## config.mk

```make
export PLATFORM = sky130hd
export DESIGN_NAME = vram_copy_engine
export DESIGN_NICKNAME = d
export VERILOG_FILES = /design/src/rtl/vram_copy_engine.sv
export SDC_FILE = /design/constraint.sdc
export NUM_CORES = 1
export LEC_CHECK = 0
export BUFFER_PORTS_ARGS = -buffer_cell sky130_fd_sc_hd__buf_2
export CORE_ASPECT_RATIO = 2
export CORE_MARGIN = 8
export CORE_UTILIZATION = 59
export DETAILED_ROUTE_END_ITERATION = 10
export HOLD_SLACK_MARGIN = 0.1
export PLACE_DENSITY = 0.88
export SLEW_MARGIN = 10
export SYNTH_ARGS = -nofsm -noshare
export SYNTH_HDL_FRONTEND = slang
export SYNTH_SLANG_ARGS = --single-unit
export TNS_END_PERCENT = 5
```

## constraint.sdc

```tcl
create_clock -name clk -period 3.7 [get_ports clk]
set_clock_uncertainty 0.1 [all_clocks]
set_input_delay 0.185 -clock clk [delete_from_list [all_inputs] [get_ports clk]]
set_output_delay 0.185 -clock clk [all_outputs]
set_load 0.005 [all_outputs]
```

## src/rtl/vram_copy_engine.sv

```systemverilog
module vram_copy_engine #(
  parameter logic [4:0] SEL_CTRL  = 5'h0F,
  parameter logic [4:0] SEL_SRC   = 5'h10,
  parameter logic [4:0] SEL_DST   = 5'h11,
  parameter logic [4:0] SEL_LEN   = 5'h12,
  parameter logic [4:0] SEL_TABLE = 5'h13,
  parameter int SRC_DN_BIT = 3,
  parameter int DST_DN_BIT = 2
) (
  input  logic        clk,
  input  logic        rst_n,
  input  logic        cfg_wr,
  input  logic [4:0]  cfg_sel,
  input  logic        cfg_hi,
  input  logic [7:0]  cfg_byte,
  output logic        mem_req,
  output logic        mem_we,
  output logic [15:0] mem_addr,
  output logic [15:0] mem_wdata,
  input  logic [15:0] mem_rdata,
  input  logic        mem_ack,
  output logic        busy,
  output logic        copy_done,
  output logic        table_done
);
  typedef enum logic [1:0] {S_IDLE, S_RD, S_WR} state_t;

  state_t      st;
  logic [15:0] src_reg, dst_reg;
  logic [7:0]  cnt_lo;
  logic        src_dn_reg, dst_dn_reg;
  logic [15:0] src_cur, dst_cur, left, word_q;
  logic        src_dn, dst_dn;

  wire start    = cfg_wr && cfg_hi && cfg_sel == SEL_LEN && st == S_IDLE;
  wire last_wr  = st == S_WR && mem_ack && left == 16'd0;

  always_ff @(posedge clk) begin
    if (!rst_n) begin
      src_reg <= '0; dst_reg <= '0; cnt_lo <= '0;
      src_dn_reg <= 1'b0; dst_dn_reg <= 1'b0;
    end else if (cfg_wr) begin
      if (cfg_sel == SEL_SRC) begin
        if (cfg_hi) src_reg[15:8] <= cfg_byte; else src_reg[7:0] <= cfg_byte;
      end
      if (cfg_sel == SEL_DST) begin
        if (cfg_hi) dst_reg[15:8] <= cfg_byte; else dst_reg[7:0] <= cfg_byte;
      end
      if (cfg_sel == SEL_LEN && !cfg_hi) cnt_lo <= cfg_byte;
      if (cfg_sel == SEL_CTRL && !cfg_hi) begin
        src_dn_reg <= cfg_byte[SRC_DN_BIT];
        dst_dn_reg <= cfg_byte[DST_DN_BIT];
      end
    end
  end

  always_ff @(posedge clk) begin
    if (!rst_n) begin
      st <= S_IDLE;
      src_cur <= '0; dst_cur <= '0; left <= '0; word_q <= '0;
      src_dn <= 1'b0; dst_dn <= 1'b0;
      copy_done <= 1'b0;
    end else begin
      copy_done <= last_wr;
      case (st)
        S_IDLE: if (start) begin
          src_cur <= src_reg;
          dst_cur <= dst_reg;
          left    <= {cfg_byte, cnt_lo};
          src_dn  <= src_dn_reg;
          dst_dn  <= dst_dn_reg;
          st      <= S_RD;
        end
        S_RD: if (mem_ack) begin
          word_q  <= mem_rdata;
          src_cur <= src_dn ? src_cur - 16'd1 : src_cur + 16'd1;
          st      <= S_WR;
        end
        S_WR: if (mem_ack) begin
          dst_cur <= dst_dn ? dst_cur - 16'd1 : dst_cur + 16'd1;
          if (left == 16'd0) st <= S_IDLE;
          else begin
            left <= left - 16'd1;
            st   <= S_RD;
          end
        end
        default: st <= S_IDLE;
      endcase
    end
  end

  always_ff @(posedge clk) begin
    if (!rst_n) table_done <= 1'b0;
    else table_done <= cfg_wr && cfg_hi && cfg_sel == SEL_TABLE;
  end

  assign busy      = st != S_IDLE;
  assign mem_req   = busy;
  assign mem_we    = st == S_WR;
  assign mem_addr  = (st == S_WR) ? dst_cur : src_cur;
  assign mem_wdata = word_q;
endmodule

```

Word-level counts from Yosys, hierarchy flattened
Cells that the tools add are included.
{"block": "op_classes", "n_addsub": 5, "multipliers": 0, "div_mod_pow": 0, "n_lt_le_gt_ge": 0, "eq_ne": 11, "n_shift": 0, "muxes": 18, "n_bitwise": 1, "reduce_logical": 26}
{"operator": "16-bit two-way mux", "n": 10}
{"operator": "16-bit one-hot mux with 2 select lines", "n": 3}
{"operator": "16-bit by 1-bit subtractor with 16-bit output, second input constant", "n": 3}
{"operator": "16-bit by 1-bit adder with 16-bit output, second input constant", "n": 2}
{"operator": "3-bit AND reduction", "n": 7}
{"operator": "5-bit equality test, second input constant", "n": 4}
{"operator": "16-bit zero test", "n": 1}
{"operator": "1-bit logical AND", "n": 8}
{"operator": "2-bit AND reduction", "n": 4}
{"operator": "2-bit two-way mux", "n": 3}
{"operator": "2-bit inequality test, second input constant", "n": 3}
{"operator": "2-bit one-hot mux with 3 select lines", "n": 1}
{"operator": "2-bit nonzero test", "n": 3}
{"operator": "5-bit by 4-bit equality test with 1-bit output, second input constant", "n": 1}
{"operator": "4-bit AND reduction", "n": 1}
{"operator": "2-bit by 1-bit equality test with 1-bit output, second input constant", "n": 1}
{"operator": "2-bit equality test, second input constant", "n": 1}
{"operator": "2-bit zero test", "n": 1}
{"operator": "2-bit by 1-bit inequality test with 1-bit output, second input constant", "n": 1}
{"operator": "1-bit zero test", "n": 1}
{"operator": "1-bit two-way mux", "n": 1}
{"operator": "1-bit inverter", "n": 1}
{"block": "totals", "ff_bits": 112, "latchBits": 0, "mem_bits_rw": 0, "mem_bits_ro": 0, "out_inout_bits": 37, "memories": 0}

Logic depth before layout (Yosys ltp)
Gate-level depths: netlist (run 1).
{"block": "depth", "depth_word": 5, "ltp_mapped": 10}

Worst setup path after synthesis (run 1)
Ideal clock, no wire load.
{"block": "synth_timing", "kind": "reg-to-reg", "start": "register dst_dn", "end": "register dst_cur[15]", "setup_time_ns": 0.116, "t_arrival_ns": 2.668, "setup_slack_ns": 0.815, "stages_incl_launch_ff": 9, "path_buffers": 1, "synth_period_minus_slack_ns": 2.885, "path_cell_list": "dfxtp_1 ha_1 buf_2 a2111o_1 o21ai_1 o211ai_1 mux2i_1 or4_1 and4_1"}
{"block": "synth_between", "elab_chain_cells": 3}
{"element": "start: declaration", "line_no": "33", "text": "logic src_dn, dst_dn;"}
{"element": "start signal: assignment", "line_no": "71", "text": "dst_dn <= dst_dn_reg;"}
{"element": "16-bit two-way mux", "line_no": "80", "text": "dst_cur <= dst_dn ? dst_cur - 16'd1 : dst_cur + 16'd1;"}
{"element": "16-bit two-way mux", "line_no": "79", "text": "S_WR: if (mem_ack) begin"}
{"element": "16-bit one-hot mux with 2 select lines", "line_no": "65", "text": "case (st)"}
{"element": "end signal: assignment", "line_no": "68", "text": "dst_cur <= dst_reg;"}
{"element": "end signal: assignment", "line_no": "80"}
{"element": "end: declaration", "line_no": "32", "text": "logic [15:0] src_cur, dst_cur, left, word_q;"}
No other way between the ends. The select of a mux whose other input is x is not followed.
A chain may end at the register's enable or synchronous reset.

Worst setup path in the final report (run 1)
{"block": "layout_timing", "start": "register src_dn", "end": "register src_cur[12]"}
{"block": "layout_between", "elab_chain_cells": 3}
{"element": "start: declaration", "line_no": "33"}
{"element": "start signal: assignment", "line_no": "70", "text": "src_dn <= src_dn_reg;"}
{"element": "16-bit two-way mux", "line_no": "76", "text": "src_cur <= src_dn ? src_cur - 16'd1 : src_cur + 16'd1;"}
{"element": "16-bit two-way mux", "line_no": "74", "text": "S_RD: if (mem_ack) begin"}
{"element": "16-bit one-hot mux with 2 select lines", "line_no": "65"}
{"element": "end signal: assignment", "line_no": "67", "text": "src_cur <= src_reg;"}
{"element": "end signal: assignment", "line_no": "76"}
{"element": "end: declaration", "line_no": "32"}
No other way between the ends. The select of a mux whose other input is x is not followed.

==> flow_summary.yaml, run 1 <==
floorplan:
  die_w_um: 89.6
  fp-row-count: 54
  dieArea_um2: 14600
  die_height_um: 163
  core_um2: 10700
  start_util_pct: 59.6
  ios: 71
logic_synthesis:
  ys_ff_latch: 112
  yosysUniqueCellTypes: 67
  syn_area_um2: 6400
  avgSynthCellArea_um2: 7.91
  ys_seq_area_share_pct: 35.0
  ys_async_sr_fraction_pct: 0
  yosys.area_share.xor_xnor_pct: 2.87
  synth_top_family_by_area: "simple AND/OR/NAND/NOR gates"
  synth-compound-area-share_pct: 21.2
  synth_edf_count: 0
  synth.largest_area_cell: "dfxtp_1"
  netlist_top_cells_area: "dfxtp_1, nand2_1, mux2i_1"
  synthFlopType: "dfxtp_1"
  synthCells: 809
  synth_fa_ha_area_share_pct: 6.30
  syn_nets: 874
  yosys.area_share.simple_pct: 22.7
  synthMuxAreaShare_pct: 7.98
  ys_warn_count: 0
  synth_most_common_cell: "nand2_1"
  synthTopCellsByCount: "nand2_1, dfxtp_1, nor2_1, a21oi_1, mux2i_1"
  yosysTopAreaCellShare_pct: 35.0
clock_network:
  cts-root-buf: "clkbuf_16"
  clock-sinks: 112
  post-cts-setup-buffers: 0
  cts_resized: 0
  cts_buffer_depth: 2
  path_clk_slew_ps: 80
  h-tree-depth: 3
  post_cts_hold_buffer_count: 18
  cts_buffers: 9
  clk_latency_ps: 350
  cts_tree: "yes"
detailed_routing:
  wirelength_mm: 18.3
  wire_per_inst_um: 18.1
  via_per_inst: 6.19
  vias: 6291
  drcViolationCount: 0
  dr.pass1.iters: 5
  drt_iter0_drc: 562
  antenna_left: 0
sta:
  fmax_mhz: 328
  setup_viol: 0
  final-hold-violation-count: 0
  period_share_pct: 82.4
  setup_tns_ps: 0
  slew_headroom_pct: 40.4
  grt_setup_unrepaired: "false"
  worstMarginPinSlew_ps: 893
  period_minus_slack_ps: 3050
  slew_viol_final: 0
final_layout:
  n_antenna_cell: 0
  nFillCells: 833
  nets: 936
  drive_above_1_share_pct: 12.9
  stdcell_count: 1016
  syn_to_final_growth_pct: 13.4
global_routing:
  antenna_found_initial: 0
  grt_pass1_wl_mm: 29.3
  grt_max_degree: 70
  track_usage_pct: 25.6
  grt-ovfl-total: 0
  grt_pass1_vias: 6026
power_and_ir_drop:
  peakVddDrop_mv: 0.298
  leakagePower_nw: 3.29
  total_power_mw: 2.29
  p_per_area_nw_per_um2: 316
placement:
  dp_hpwl_mm: 12.3
  place_inst: 982
  portBuffers: 70
  gp_congestion: 0.937
setup_path:
  crit_fanout: 20
  crit_chain: "ha_1 -> a211oi_1 -> o21ai_0 -> a21o_1 -> a21o_1 -> a31oi_1 -> xor2_1 -> a2111oi_2"
  worstSetupPathType: "reg -> reg"
  cp.arrival_ps: 3200
  slowest_delay_ps: 820
  worst_path_max_delay_cell: "dfxtp_1"
  r2r_cells: 8
  cp.required_ps: 3860
  crit_top_cell: "a21o_1"
  crit_path_start_kind: "flip-flop"
  cp-end-kind: "flip-flop"
outcome:
  status: "finished, final reports clean"
run:
  max_cap_viol_count: 0
min_path:
  worstHoldPathType: "in -> reg"
  min_path_cells: 3
[per-stage QoR]
step	worst slack, ps	area [um^2]	util (%)	hold slack, ps
after floorplan	815	6400	-	221
final	652	7260	67.6	127
after detailed placement	723	6790	63.2	331
after global routing	445	7260	67.6	110
after global placement	801	6790	63.2	325
after CTS	688	7260	67.6	115
[layout by cell type, fill, tap and decap left out, drive strengths merged, types with 17 or more instances in the layout]
master       count
nor2           100
ha              29
nand2          150
a21oi           84
dlygate4sd3     18
o21ai           44
nor3            17
mux2i           51
buf             80
dfxtp          112
[logic make-up (layout without fill, tap and decap cells)]
family | after synthesis | count (layout)
AOI/OAI and AO/OA | 215 | 215
adders and majority gates | 31 | 31
xor gates and xnor gates | 21 | 21
buffers and inverters | 55 | 122
muxes | 51 | 51
DFF | 112 | 112
and+or+nand+nor | 324 | 324
[worst paths after layout]
check / startpoint / to / slack, ps
setup / recovery: src_dn / src_cur[12] / 650
hold / removal: cfg_byte[7] / cnt_lo[7] / 130
setup reg to reg: src_dn / src_cur[12] / 650
hold reg to reg: mem_wdata[3] / mem_wdata[3] / 350
[worst max-delay path: cells and delay by family (launching register included)]
family / cells / cell delay [ps]
AOI/OAI and AO/OA: 6 / 1510
DFF: 1 / 820
adders and majority gates: 1 / 420
xor gates and xnor gates: 1 / 100
[metal layers]
layer | share of wire [%] | up-vias | wire [um] | global-route usage (%)
met3 | 8.3 | 57 | 1530 | 4.28
met5 | 0 | - | 0 | 0
met4 | 4.4 | 0 | 812 | 13.2
met2 | 47 | 297 | 8670 | 40.1
li1 | - | 2994 | - | -
met1 | 40 | 2943 | 7340 | 32.3
[final cells by class]
class / instances / area (um^2) / share of cell area [%]
clock buffer: 10 / 229 / 3.15
clock inverter: 6 / 62.6 / 0.862
inverter: 8 / 30.0 / 0.414
multi-input combinational: 642 / 3910 / 53.9
sequential: 112 / 2240 / 30.9
tap: 140 / 175 / 2.41
timing repair buffer: 98 / 606 / 8.34
[power breakdown]
part           leakage, nW  switching, mW  internal (mW)  total, mW
sequential           0.902        0.00492           1.21       1.21
combinational         2.25         0.0733         0.0444      0.118
clock                0.142          0.485          0.476      0.961
Note: power is estimated with default switching activity, not from simulation.
==> run 2, diff against run 1 <==
==> constraint.sdc (replaced) <==
create_clock -name clk -period 3 [get_ports clk]
set_clock_uncertainty 0.1 [all_clocks]
set_input_delay 0.15 -clock clk [delete_from_list [all_inputs] [get_ports clk]]
set_output_delay 0.15 -clock clk [all_outputs]
set_load 0.005 [all_outputs]
==> run 2 against run 1 <==
Against the previous run:
- setup slack got worse by 450 ps
- first-iteration DRC count fell by 5.5%
- non-clock buffer count rose by 15
- register-to-register slack got worse by 450 ps
- critical path depth did not move
- via count rose by 1.1%
- critical endpoint unchanged
- highest routed layer unchanged
==> flow_summary.yaml, run 2 (synthesis results as in run 1) <==
outcome:
  status: "finished, final reports clean"
power_and_ir_drop:
  peakVddDrop_mv: 0.421
  leakagePower_nw: 3.37
  p_per_area_nw_per_um2: 394
  total_power_mw: 2.93
sta:
  slew_headroom_pct: 56.9
  fmax_mhz: 358
  grt_setup_unrepaired: "false"
  setup_slack_ps: 204
  setup_tns_ps: 0
  slew_viol_final: 0
  worstMarginPinSlew_ps: 644
  period_share_pct: 93.2
  setup_viol: 0
  period_minus_slack_ps: 2800
  final-hold-violation-count: 0
min_path:
  worstHoldPathType: "in -> reg"
  min_path_cells: 2
  worstHoldStart: "rst_n"
  hold_end: "dst_cur[13]"
floorplan:
  die_height_um: 163
  die_w_um: 89.6
  core_um2: 10700
  ios: 71
  fp-row-count: 54
  dieArea_um2: 14600
  start_util_pct: 59.6
detailed_routing:
  antenna_left: 0
  wire_per_inst_um: 18.6
  drt_iter0_drc: 531
  wirelength_mm: 19.2
  via_per_inst: 6.16
  dr.pass1.iters: 5
  drcViolationCount: 0
  vias: 6358
setup_path:
  cp.required_ps: 3150
  worstSetupPathType: "reg -> reg"
  crit_top_cell: "a21o_1"
  r2r_cells: 8
  worst_path_max_delay_cell: "fa_1"
  cp.arrival_ps: 2950
  crit_path_start_kind: "flip-flop"
  ff2ff_setup_slack_ps: 200
  cp-end-kind: "flip-flop"
  slowest_delay_ps: 510
  crit_fanout: 6
  crit_chain: "fa_1 -> a211oi_1 -> o21ai_0 -> a21o_1 -> a21o_1 -> a31oi_1 -> xor2_1 -> a2111oi_2"
  regToRegStartpoint: "src_cur[0]"
  r2r-end: "src_cur[12]"
final_layout:
  syn_to_final_growth_pct: 16.1
  final_area_um2: 7430
  seq_area_um2: 2240
  multiInputGateArea_um2: 3910
  final_common_cell: "nand2_1"
  nFillCells: 816
  finalCoreUtilization_pct: 69.2
  nets: 951
  final_cell_mix: "nand2_1, dfxtp_1, nor2_1"
  drive_above_1_share_pct: 13.7
placement:
  place_ws_ps: 172
  gp_congestion: 0.947
  place_area_um2: 6850
  portBuffers: 70
  dp_hpwl_mm: 12.8
global_routing:
  grt_use_met1_pct: 30.0
  use_met3_pct: 5.54
  grt_pass1_vias: 6251
  track_usage_pct: 26.6
  gr-usage-met2_pct: 43.3
  grt-ovfl-total: 0
  grt-busiest-layer: "met2"
  antenna_found_initial: 1
  grt_pass1_wl_mm: 30.4
  grt_max_degree: 77
clock_network:
  h-tree-depth: 3
  clk_latency_ps: 370
  cts-root-buf: "clkbuf_16"
  cts_buffers: 9
  post-cts-setup-buffers: 0
  clock-sinks: 112
  cts_buffer_depth: 2
  cts_tree: "yes"
  path_clk_slew_ps: 90
run:
  max_cap_viol_count: 0
## run 2: power by group
part           switching, mW  leakage [nW]  internal (mW)
Sequential           0.00605         0.903           1.49
Clock                  0.612         0.149          0.665
Combinational         0.0931          2.32         0.0632
Total                  0.711          3.37           2.22
## run 2: per-layer routing
layer / part of all wire (%) / vias to the layer above
met4: 5.9 / 0
met2: 48 / 287
met5: 0 / -
met3: 7.8 / 83
li1: - / 3026
met1: 38 / 2962
## run 2: final cells by class
class	instances	share of cell area, %
Multi-Input combinational cell	642	52.7
Sequential cell	112	30.2
Timing Repair Buffer	113	10.1
Clock buffer	9	3.03
Tap cell	140	2.36
Clock inverter	7	1.20
Inverter	8	0.404
Antenna cell	1	0.0337
## run 2: worst max path at each step
stage	startpoint	endpoint	slack, ps	depth (start not counted)
4_1_cts	src_dn	src_cur[12]	150	8
3_5_place_dp	src_dn	src_cur[12]	170	8
2_1_floorplan	dst_dn	dst_cur[15]	120	8
6_report	src_cur[0]	src_cur[12]	200	8
3_3_place_gp	src_dn	src_cur[12]	300	8
5_1_grt	src_cur[0]	src_cur[12]	3	8
## run 2: what timing repair did
item,CTS,global route
gates resized for setup,0,1
endpoints found under the setup margin,0,1
hold endpoints to repair,36,0
hold buffers,26,0
## run 2: critical path: cells and delay by family, from the launching register on
| family | cells | cell delay, ps |
|---|---|---|
| AOI/OAI and AO/OA | 6 | 1590 |
| xor gates and xnor gates | 1 | 110 |
| adders and majority gates | 1 | 510 |
| DFF | 1 | 390 |
## run 2: stage by stage
stage,instances,hold slack (ps)
finish,1032,109
global route,1032,117
CTS,1031,104
detailed placement,989,296
global placement,989,290
floorplan,809,186
